**config.mk**
```make
export PLATFORM = sky130hd
export DESIGN_NAME = adc_seq_ctrl
export DESIGN_NICKNAME = d
export VERILOG_FILES = /design/src/rtl/adc_seq_pkg.sv /design/src/rtl/adc_trig_edge.sv /design/src/rtl/adc_slot_step.sv /design/src/rtl/adc_seq_ctrl.sv
export SDC_FILE = /design/constraint.sdc
export NUM_CORES = 1
export LEC_CHECK = 0
export BUFFER_PORTS_ARGS = -buffer_cell sky130_fd_sc_hd__buf_2
export CORE_AREA = 5 5 63 65
export DETAILED_ROUTE_END_ITERATION = 12
export DIE_AREA = 0 0 68 70
export GPL_ROUTABILITY_DRIVEN = 0
export PLACE_DENSITY_LB_ADDON = 0.15
export SLEW_MARGIN = 20
export SYNTH_ARGS = -nofsm -noshare
export SYNTH_HDL_FRONTEND = slang
export SYNTH_SLANG_ARGS = --single-unit
```
**constraint.sdc**
```tcl
create_clock -name clk -period 2.5 [get_ports clk]
set_input_delay 0.5 -clock clk [delete_from_list [all_inputs] [get_ports clk]]
set_output_delay 0.5 -clock clk [all_outputs]
set_load 0.05 [all_outputs]
```
**src/rtl/adc_seq_pkg.sv**
```systemverilog
package adc_seq_pkg;
    typedef enum logic [1:0] {
        MD_ONESHOT = 2'b00,
        MD_SEQ     = 2'b01,
        MD_RPT_CH  = 2'b10,
        MD_RPT_SEQ = 2'b11
    } mode_e;

    typedef enum logic [1:0] {
        ST_IDLE,
        ST_CONV,
        ST_GAP,
        ST_WAIT
    } state_e;
endpackage

```
**src/rtl/adc_trig_edge.sv**
```systemverilog
module adc_trig_edge (
    input  logic clk,
    input  logic rst_n,
    input  logic trig_i,
    output logic rise_o
);
    logic trig_q;

    always_ff @(posedge clk) begin
        if (!rst_n) trig_q <= 1'b0;
        else        trig_q <= trig_i;
    end

    assign rise_o = trig_i & ~trig_q;
endmodule

```
**src/rtl/adc_slot_step.sv**
```systemverilog
module adc_slot_step
    import adc_seq_pkg::*;
#(
    parameter int N_SLOTS = 32,
    localparam int SW = $clog2(N_SLOTS)
) (
    input  mode_e             mode_i,
    input  logic [SW-1:0]     ptr_i,
    input  logic [SW-1:0]     start_i,
    input  logic [N_SLOTS-1:0] eos_mask_i,
    output logic [SW-1:0]     next_o,
    output logic              at_eos_o,
    output logic              any_eos_o
);
    logic [SW-1:0] inc;

    assign at_eos_o  = eos_mask_i[ptr_i];
    assign any_eos_o = |eos_mask_i;
    assign inc = (ptr_i == SW'(N_SLOTS - 1)) ? '0 : ptr_i + 1'b1;

    always_comb begin
        unique case (mode_i)
            MD_SEQ, MD_RPT_SEQ: next_o = at_eos_o ? start_i : inc;
            default:            next_o = ptr_i;
        endcase
    end
endmodule

```
**src/rtl/adc_seq_ctrl.sv**
```systemverilog
module adc_seq_ctrl
    import adc_seq_pkg::*;
#(
    parameter int N_SLOTS  = 32,
    parameter int CONV_LAT = 4,
    localparam int SW = $clog2(N_SLOTS),
    localparam int CW = (CONV_LAT > 1) ? $clog2(CONV_LAT) : 1
) (
    input  logic               clk,
    input  logic               rst_n,
    input  logic [1:0]         mode_i,
    input  logic               on_i,
    input  logic               enc_i,
    input  logic               msc_i,
    input  logic               pulse_mode_i,
    input  logic               refbuf_i,
    input  logic               trig_i,
    input  logic [SW-1:0]      start_addr_i,
    input  logic [N_SLOTS-1:0] eos_mask_i,
    output logic               busy_o,
    output logic [SW-1:0]      slot_o,
    output logic               conv_start_o,
    output logic               conv_abort_o,
    output logic               res_valid_o,
    output logic [SW-1:0]      res_slot_o
);
    localparam logic [CW-1:0] CNT_LOAD = CW'(CONV_LAT - 1);

    typedef struct packed {
        state_e        st;
        logic [SW-1:0] ptr;
        logic [CW-1:0] cnt;
        logic          start;
        logic          res_v;
        logic [SW-1:0] res_slot;
        logic          abort;
        logic          enc_low;
    } regs_t;

    regs_t r_d, r_q;
    mode_e md;
    logic  rise, at_eos, any_eos;
    logic [SW-1:0] next_ptr;
    logic  chain, go, kill, stop_ok, low_seen, fin;

    assign md = mode_e'(mode_i);

    adc_trig_edge u_edge (
        .clk    (clk),
        .rst_n  (rst_n),
        .trig_i (trig_i),
        .rise_o (rise)
    );

    adc_slot_step #(.N_SLOTS(N_SLOTS)) u_step (
        .mode_i     (md),
        .ptr_i      (r_q.ptr),
        .start_i    (start_addr_i),
        .eos_mask_i (eos_mask_i),
        .next_o     (next_ptr),
        .at_eos_o   (at_eos),
        .any_eos_o  (any_eos)
    );

    always_comb begin
        chain    = msc_i & pulse_mode_i & (md != MD_ONESHOT);
        go       = on_i & enc_i & rise;
        kill     = !on_i || (md == MD_ONESHOT && !enc_i);
        stop_ok  = (md == MD_RPT_CH) || any_eos;
        low_seen = r_q.enc_low | !enc_i;
        unique case (md)
            MD_ONESHOT: fin = 1'b1;
            MD_SEQ:     fin = at_eos || (low_seen && any_eos);
            MD_RPT_CH:  fin = low_seen;
            default:    fin = low_seen && any_eos;
        endcase

        r_d       = r_q;
        r_d.start = 1'b0;
        r_d.res_v = 1'b0;
        r_d.abort = 1'b0;

        unique case (r_q.st)
            ST_IDLE: begin
                r_d.ptr     = start_addr_i;
                r_d.enc_low = 1'b0;
                if (go) begin
                    r_d.st    = ST_CONV;
                    r_d.cnt   = CNT_LOAD;
                    r_d.start = 1'b1;
                end
            end
            ST_CONV: begin
                if (kill) begin
                    r_d.st    = ST_IDLE;
                    r_d.abort = 1'b1;
                    r_d.ptr   = start_addr_i;
                end else if (r_q.cnt != '0) begin
                    r_d.cnt     = r_q.cnt - 1'b1;
                    r_d.enc_low = low_seen;
                end else begin
                    r_d.res_v    = 1'b1;
                    r_d.res_slot = r_q.ptr;
                    r_d.ptr      = next_ptr;
                    r_d.enc_low  = 1'b0;
                    if (fin) begin
                        r_d.st = ST_IDLE;
                    end else if (chain && !refbuf_i) begin
                        r_d.cnt   = CNT_LOAD;
                        r_d.start = 1'b1;
                    end else if (chain) begin
                        r_d.st = ST_GAP;
                    end else begin
                        r_d.st = ST_WAIT;
                    end
                end
            end
            ST_GAP: begin
                if (kill || (!enc_i && stop_ok)) begin
                    r_d.st = ST_IDLE;
                end else begin
                    r_d.st    = ST_CONV;
                    r_d.cnt   = CNT_LOAD;
                    r_d.start = 1'b1;
                end
            end
            default: begin
                if (kill || (!enc_i && stop_ok)) begin
                    r_d.st = ST_IDLE;
                end else if (go) begin
                    r_d.st    = ST_CONV;
                    r_d.cnt   = CNT_LOAD;
                    r_d.start = 1'b1;
                end
            end
        endcase
    end

    always_ff @(posedge clk) begin
        if (!rst_n) begin
            r_q.st       <= ST_IDLE;
            r_q.ptr      <= start_addr_i;
            r_q.cnt      <= '0;
            r_q.start    <= 1'b0;
            r_q.res_v    <= 1'b0;
            r_q.res_slot <= '0;
            r_q.abort    <= 1'b0;
            r_q.enc_low  <= 1'b0;
        end else begin
            r_q <= r_d;
        end
    end

    assign busy_o       = (r_q.st != ST_IDLE);
    assign slot_o       = r_q.ptr;
    assign conv_start_o = r_q.start;
    assign conv_abort_o = r_q.abort;
    assign res_valid_o  = r_q.res_v;
    assign res_slot_o   = r_q.res_slot;

    p_res_slot_r3: assert property (@(posedge clk) disable iff (!rst_n)
        res_valid_o |-> res_slot_o == $past(r_q.ptr));

    p_oneshot_stop_r2: assert property (@(posedge clk) disable iff (!rst_n)
        (res_valid_o && $past(mode_i) == 2'b00) |-> !busy_o);

    p_abort_idle_r7: assert property (@(posedge clk) disable iff (!rst_n)
        conv_abort_o |-> (!busy_o && !res_valid_o));

    p_power_off_r10: assert property (@(posedge clk) disable iff (!rst_n)
        (busy_o && !on_i) |=> !busy_o);

    p_busy_rise_r13: assert property (@(posedge clk) disable iff (!rst_n)
        $rose(busy_o) |-> conv_start_o);
endmodule

```
### Word-level counts from Yosys, hierarchy flattened

Cells that the tools add are included.

| word-level totals | value |
|---|---|
| output and inout port bits | 14 |
| logic and storage cells | 96 |
| input port bits | 47 |
| register bits after elaboration | 19 |

| operators by class | value |
|---|---|
| reductions and logical operators | 26 |
| $add $sub $neg | 2 |
| muxes and demuxes | 31 |
| eq/ne operators | 16 |
| order comparisons | 1 |
| bitwise operators | 11 |

Operators with widths:

| operator | count |
|---|---|
| 32-bit OR reduction | 1 |
| 7-bit 2-to-1 mux | 4 |
| 16-bit 2-to-1 mux | 1 |
| 3-bit 2-to-1 mux | 5 |
| 5-bit 2-to-1 mux | 3 |
| 2-bit 2-to-1 mux | 5 |
| 5-bit case mux with 2 select lines | 1 |
| 9-bit 2-to-1 mux | 1 |
| 3-bit inequality test, second input constant | 3 |
| 3-bit case mux with 3 select lines | 1 |
| 4-bit inequality test, second input constant | 2 |
| 2-bit nonzero test | 4 |
| 2-bit equality test, second input constant | 3 |
| 5-bit by 6-bit < comparator with 1-bit output, second input constant | 1 |
| 1-bit 2-to-1 mux | 6 |
| 3-bit by 1-bit inequality test with 1-bit output, second input constant | 2 |
| 2-bit case mux with 3 select lines | 1 |
| 2-bit AND reduction | 3 |
| 3-bit AND reduction | 2 |
| 5-bit by 1-bit adder with 5-bit output, second input constant | 1 |
| 1-bit AND | 5 |
| 1-bit binary-select mux with 5-bit select | 1 |
| 5-bit equality test, second input constant | 1 |
| 1-bit NOT | 5 |
| other kinds (14) | 25 |

### Longest topological paths before layout

| depth | value |
|---|---|
| depth after elaboration | 10 |
| gate-level depth with buffers | 10 |
| mapped depth without buffers | 8 |

### Modules after synthesis

From an unflattened synthesis, not the netlist that was laid out.

| second synthesis, totals | value |
|---|---|
| cell total of the unflattened synthesis | 197 |
| area total of the unflattened synthesis | 1,677.9 µm² |

Modules (own cells, without submodules):

| module | cells each | sequential area each (µm²) | times used | area an instance (µm²) |
|---|---|---|---|---|
| adc_seq_ctrl | 110 | 410.4 | 1 | 1,024.7 |
| adc_slot_step | 84 | 0.0 | 1 | 613.1 |
| adc_trig_edge | 3 | 20.0 | 1 | 40.0 |

### Worst setup path after synthesis

Ideal clock, no wire load.

| path | value |
|---|---|
| kind | input port to flip-flop |
| from | input eos_mask_i[17] |
| to | register r_q[10] (netlist name) |
| setup time | 0.072 ns |
| stages on the path | 7 |
| data required time | 2.428 ns |
| data arrival time | 1.913 ns |
| buffers on the path | 0 |
| path slack | 0.515 ns |
| cells stage by stage | or3_1 -> nor3_2 -> a21oi_1 -> nor3_4 -> nand2_2 -> a41oi_2 -> mux2i_1 |

| on the way | value |
|---|---|
| word-level cells in the longest chain between the ends | 6 |
| elaborated cells on any way between the ends | 13 |
| classes of those cells | eq/ne: 3; mux: 3; reduce/logical: 7 |

Ends and longest elaborated chain:

| what | line | source |
|---|---|---|
| start, declared | adc_seq_ctrl.sv:19 | `input logic [N_SLOTS-1:0] eos_mask_i,` |
| 1-bit binary-select mux with 5-bit select or 32-bit OR reduction (tied branches) | adc_slot_step.sv:17, adc_slot_step.sv:18 |  |
| 1-bit 2-to-1 mux (implied by the code), or another cell as far along | adc_slot_step.sv:17 | `assign at_eos_o = eos_mask_i[ptr_i];` |
| 1-bit logical OR or 1-bit logical AND (tied branches) | adc_seq_ctrl.sv:73, adc_seq_ctrl.sv:119, adc_seq_ctrl.sv:128 |  |
| 1-bit case mux with 3 select lines or 1-bit logical OR (tied branches) | adc_seq_ctrl.sv:71, adc_seq_ctrl.sv:119, adc_seq_ctrl.sv:128 |  |
| 3-bit inequality test (no line), or another cell as far along | n/a |  |
| 5-bit AND reduction (no line) (*) | n/a |  |
| end signal, assigned | adc_seq_ctrl.sv:150 | `r_q <= r_d;` |
| end, declared | adc_seq_ctrl.sv:40 | `regs_t r_d, r_q;` |

Mark *: on every way between the ends. The rest lies on a longest branch, timed or not. The select of a mux whose other input is x is not followed.
A chain may end at the register's enable or synchronous reset.

### Final worst setup path

| path | value |
|---|---|
| from | register r_q, in the netlist slot_o[1] |
| to | register r_q[10] (netlist name) |

| on the way | value |
|---|---|
| word-level cells in the longest chain between the ends | 6 |

Ends and longest elaborated chain:

| what | line | source |
|---|---|---|
| 1-bit binary-select mux with 5-bit select | adc_slot_step.sv:17 |  |
| 1-bit 2-to-1 mux (implied by the code) | adc_slot_step.sv:17 |  |
| 1-bit logical OR | adc_seq_ctrl.sv:73 | `MD_SEQ: fin = at_eos \|\| (low_seen && any_eos);` |
| 1-bit case mux with 3 select lines | adc_seq_ctrl.sv:71 | `unique case (md)` |
| 3-bit inequality test (no line) | n/a |  |
| 5-bit AND reduction (no line) | n/a |  |

No other way between the ends. The select of a mux whose other input is x is not followed.

==> results.cfg <==
[worst_setup_path]
rrSetupSlack_ns = 0.32
startpoint_type = flop
criticalPathCategory = reg2reg
critPathMaxFanout = 17
crit_chain = buf_12, mux2i_1, a22oi_1, nand3_2, nand3_4, o31ai_4, nand2_2, a41oi_2, mux2i_1
critPathBufInv = 1
endpoint_kind = flop
slowest_stage = edfxtp_1
cp_top_family = compound AO/OA/AOI/OAI gates
cpMostUsedCell = mux2i_1
slowest_delay_ns = 0.46
cp.required_ns = 2.73
worstPathArrival_ns = 2.40

[sta]
setup_viol = 0
tightest_slew_ns = 0.4748
hold_violations = 0
tns_ns = 0
skew_ns = 0.006017
fin_crit_sh_pct = 87.11
slew_headroom_pct = 68.23
layout_min_cycle_time_ns = 2.178
slew_viol_final = 0
rsz0062_at_grt = false
max_freq_mhz = 459.2

[cts]
cts_tree = built
cts_buffers = 3
holdBufCountCts = 0
cts_setup_buffers = 0
cts_buffer_depth = 2
htreeDepth = 1
cts-resized-gates = 0
cts_root_buffer = clkbuf_4
clkSlewWorstSetupHoldPaths_ns = 0.10
clk_latency_ns = 0.30
cts.sinks = 19

[final_layout]
final_util_pct = 57.07
num_antenna_cells = 0
nFillCells = 326
nets = 279
drive_above_1_share_pct = 37.99
areaGrowthSynthToFinish_pct = 19.36

[global_routing]
overflow = 0
grt_pass1_vias = 1503
grt_pass1_wl_um = 6603
grt_use_met2_pct = 30.94
antenna_found_initial = 0
busiest_layer = met2
grt_start_max_net_pins = 18
track_usage_pct = 17.53
met3_usage_pct = 4.487
gr-usage-met1_pct = 19.94

[synth]
synth_nets = 226
synthTopCellsByArea = dfxtp_1, mux2i_1, edfxtp_1, buf_4, nand2_1
netlist_instances = 177
yosys_warnings = 0
synth.avg_cell_area_um2 = 8.872
yosys.area.top_type = dfxtp_1
yosysTopAreaCellShare_pct = 17.85
yosys_register_bits = 19
ys_seq_area_share_pct = 27.41
mappedNetlistArea_um2 = 1570
ys_types = 53

[power]
p_int_mw = 0.4763
seqPwrFrac_pct = 48.5
switching_share_pct = 31.86
clkPwrFrac_pct = 21.6
p_leak_nw = 0.8143
power_frac_comb_pct = 29.9
p_per_area_nw_per_um2 = 373.0
power.switching_mw = 0.2227
vdd_drop_max_mv = 0.3169

[routing]
drtAntennaViolNets = 0
via_per_inst = 5.487
detail_route.wl_per_cell_um = 14.99
drc_errors = 0
wl_um = 4122
dr.pass1.iters = 4
routed-via-count = 1509
drt_iter0_drc = 101

[floorplan]
start_util_pct = 47.81
core_um2 = 3284
fp.dieW_um = 68
io_pins = 61
rows = 21
dieHeight_um = 70
dieArea_um2 = 4760

[run_status]
status = completed

[hold_path]
hp-class = in2reg

[run]
maxCapViolations = 0

[placement]
hpwlAfterDp_um = 3455
place.port_buffers = 60
power groups by stage:
stage | registers [mW] | logic [mW] | clock network, mW
6_report | 0.339 | 0.209 | 0.151
5_1_grt | 0.341 | 0.226 | 0.170
4_1_cts | 0.339 | 0.208 | 0.155
3_5_place_dp | 0.346 | 0.208 | 0
3_3_place_gp | 0.345 | 0.202 | 0
2_1_floorplan | 0.343 | 0.140 | 0
cell type report:
type                            instances  area [um^2]  share of cell area, %
Multi-Input combinational cell        139         1006                  53.67
Sequential cell                        19        430.4                  22.96
Timing Repair Buffer                   64        342.8                  18.29
Tap cell                               46        57.56                  3.071
Clock buffer                            4        26.28                  1.402
Inverter                                3        11.26                 0.6008
cell usage in the layout (no fill, tap or decap), types with 4 or more instances in the layout:
cell type,count
a22oi_1,4
a21oi_1,11
nand2_1,18
nor2_1,14
nor4_1,6
mux2_2,5
nand3_1,7
edfxtp_1,5
buf_2,60
mux2i_1,17
a21boi_0,6
dfxtp_1,14
routing by layer:
metal | vias up | share of wire, %
li1 | 749 | -
met1 | 701 | 40
met2 | 47 | 52
met3 | 12 | 4.7
met4 | 0 | 2.6
met5 | - | 0
cells in the mapped netlist (all sizes together):
cell type  instances
a21boi             6
clkbuf             3
o2bb2ai            1
nor3               5
edfxtp             5
nand2             19
or2                1
a22o               1
nand3             11
a22oi              4
and3b              1
a211oi             1
o31a               1
a41oi              1
nand4b             1
o31ai              3
o21a               2
nor4b              1
nor3b              1
mux2               5
mux2i             17
nor4               6
nor2b              2
and2b              2
o211ai             2
and2               3
nand4              3
a21oi             12
xnor2              1
nand2b             2
ha                 2
inv                3
xor2               1
and3               2
buf               13
and4b              1
or3                1
o21ai              3
nor2              14
dfxtp             14
path summary, 6_finish.rpt:
check,to,startpoint,depth (start not counted)
max,r_q[10],slot_o[1],9
min,u_edge.trig_q,trig_i,2
min reg2reg,res_slot_o[1],res_slot_o[1],2
max reg2reg,r_q[10],slot_o[1],9
per-stage QoR:
stage                     hold WS, ns  area, um^2  setup WS, ns  total power [mW]  cells
after detailed placement       0.4564        1848        0.1229            0.5535    271
after global routing           0.4137        1874        0.2007            0.7372    275
after global placement         0.4499        1848        0.2134            0.5475    271
final                          0.4302        1874        0.3223            0.6991    275
after floorplan                0.4438        1570        0.5151            0.4828    177
after CTS                      0.4296        1874        0.3419            0.7020    275
worst reg2reg max path: cells and delay by family, from the launching register on:
kind / cells / cell delay (ns)
and+or+nand+nor: 3 / 0.32
muxes: 2 / 0.46
buffers and inverters: 1 / 0.20
DFF: 1 / 0.46
AOI/OAI and AO/OA: 3 / 0.67
state kept, by name, summed over array words and instances, names as in the netlist:
register and flops:
conv_start_o 1, conv_abort_o 1, slot_o 5, res_slot_o 5, r_q 5, res_valid_o 1, u_edge.trig_q 1
cells by family after synthesis:
kind of cell	after synthesis	synth area share, %
compound gates	37	18.09
fa+ha+maj	2	1.593
buf+inv	19	8.525
flops	19	27.41
mux	22	14.42
xor+xnor	2	1.116
simple gates	76	28.84
Note: power is estimated with default switching activity, not from simulation.
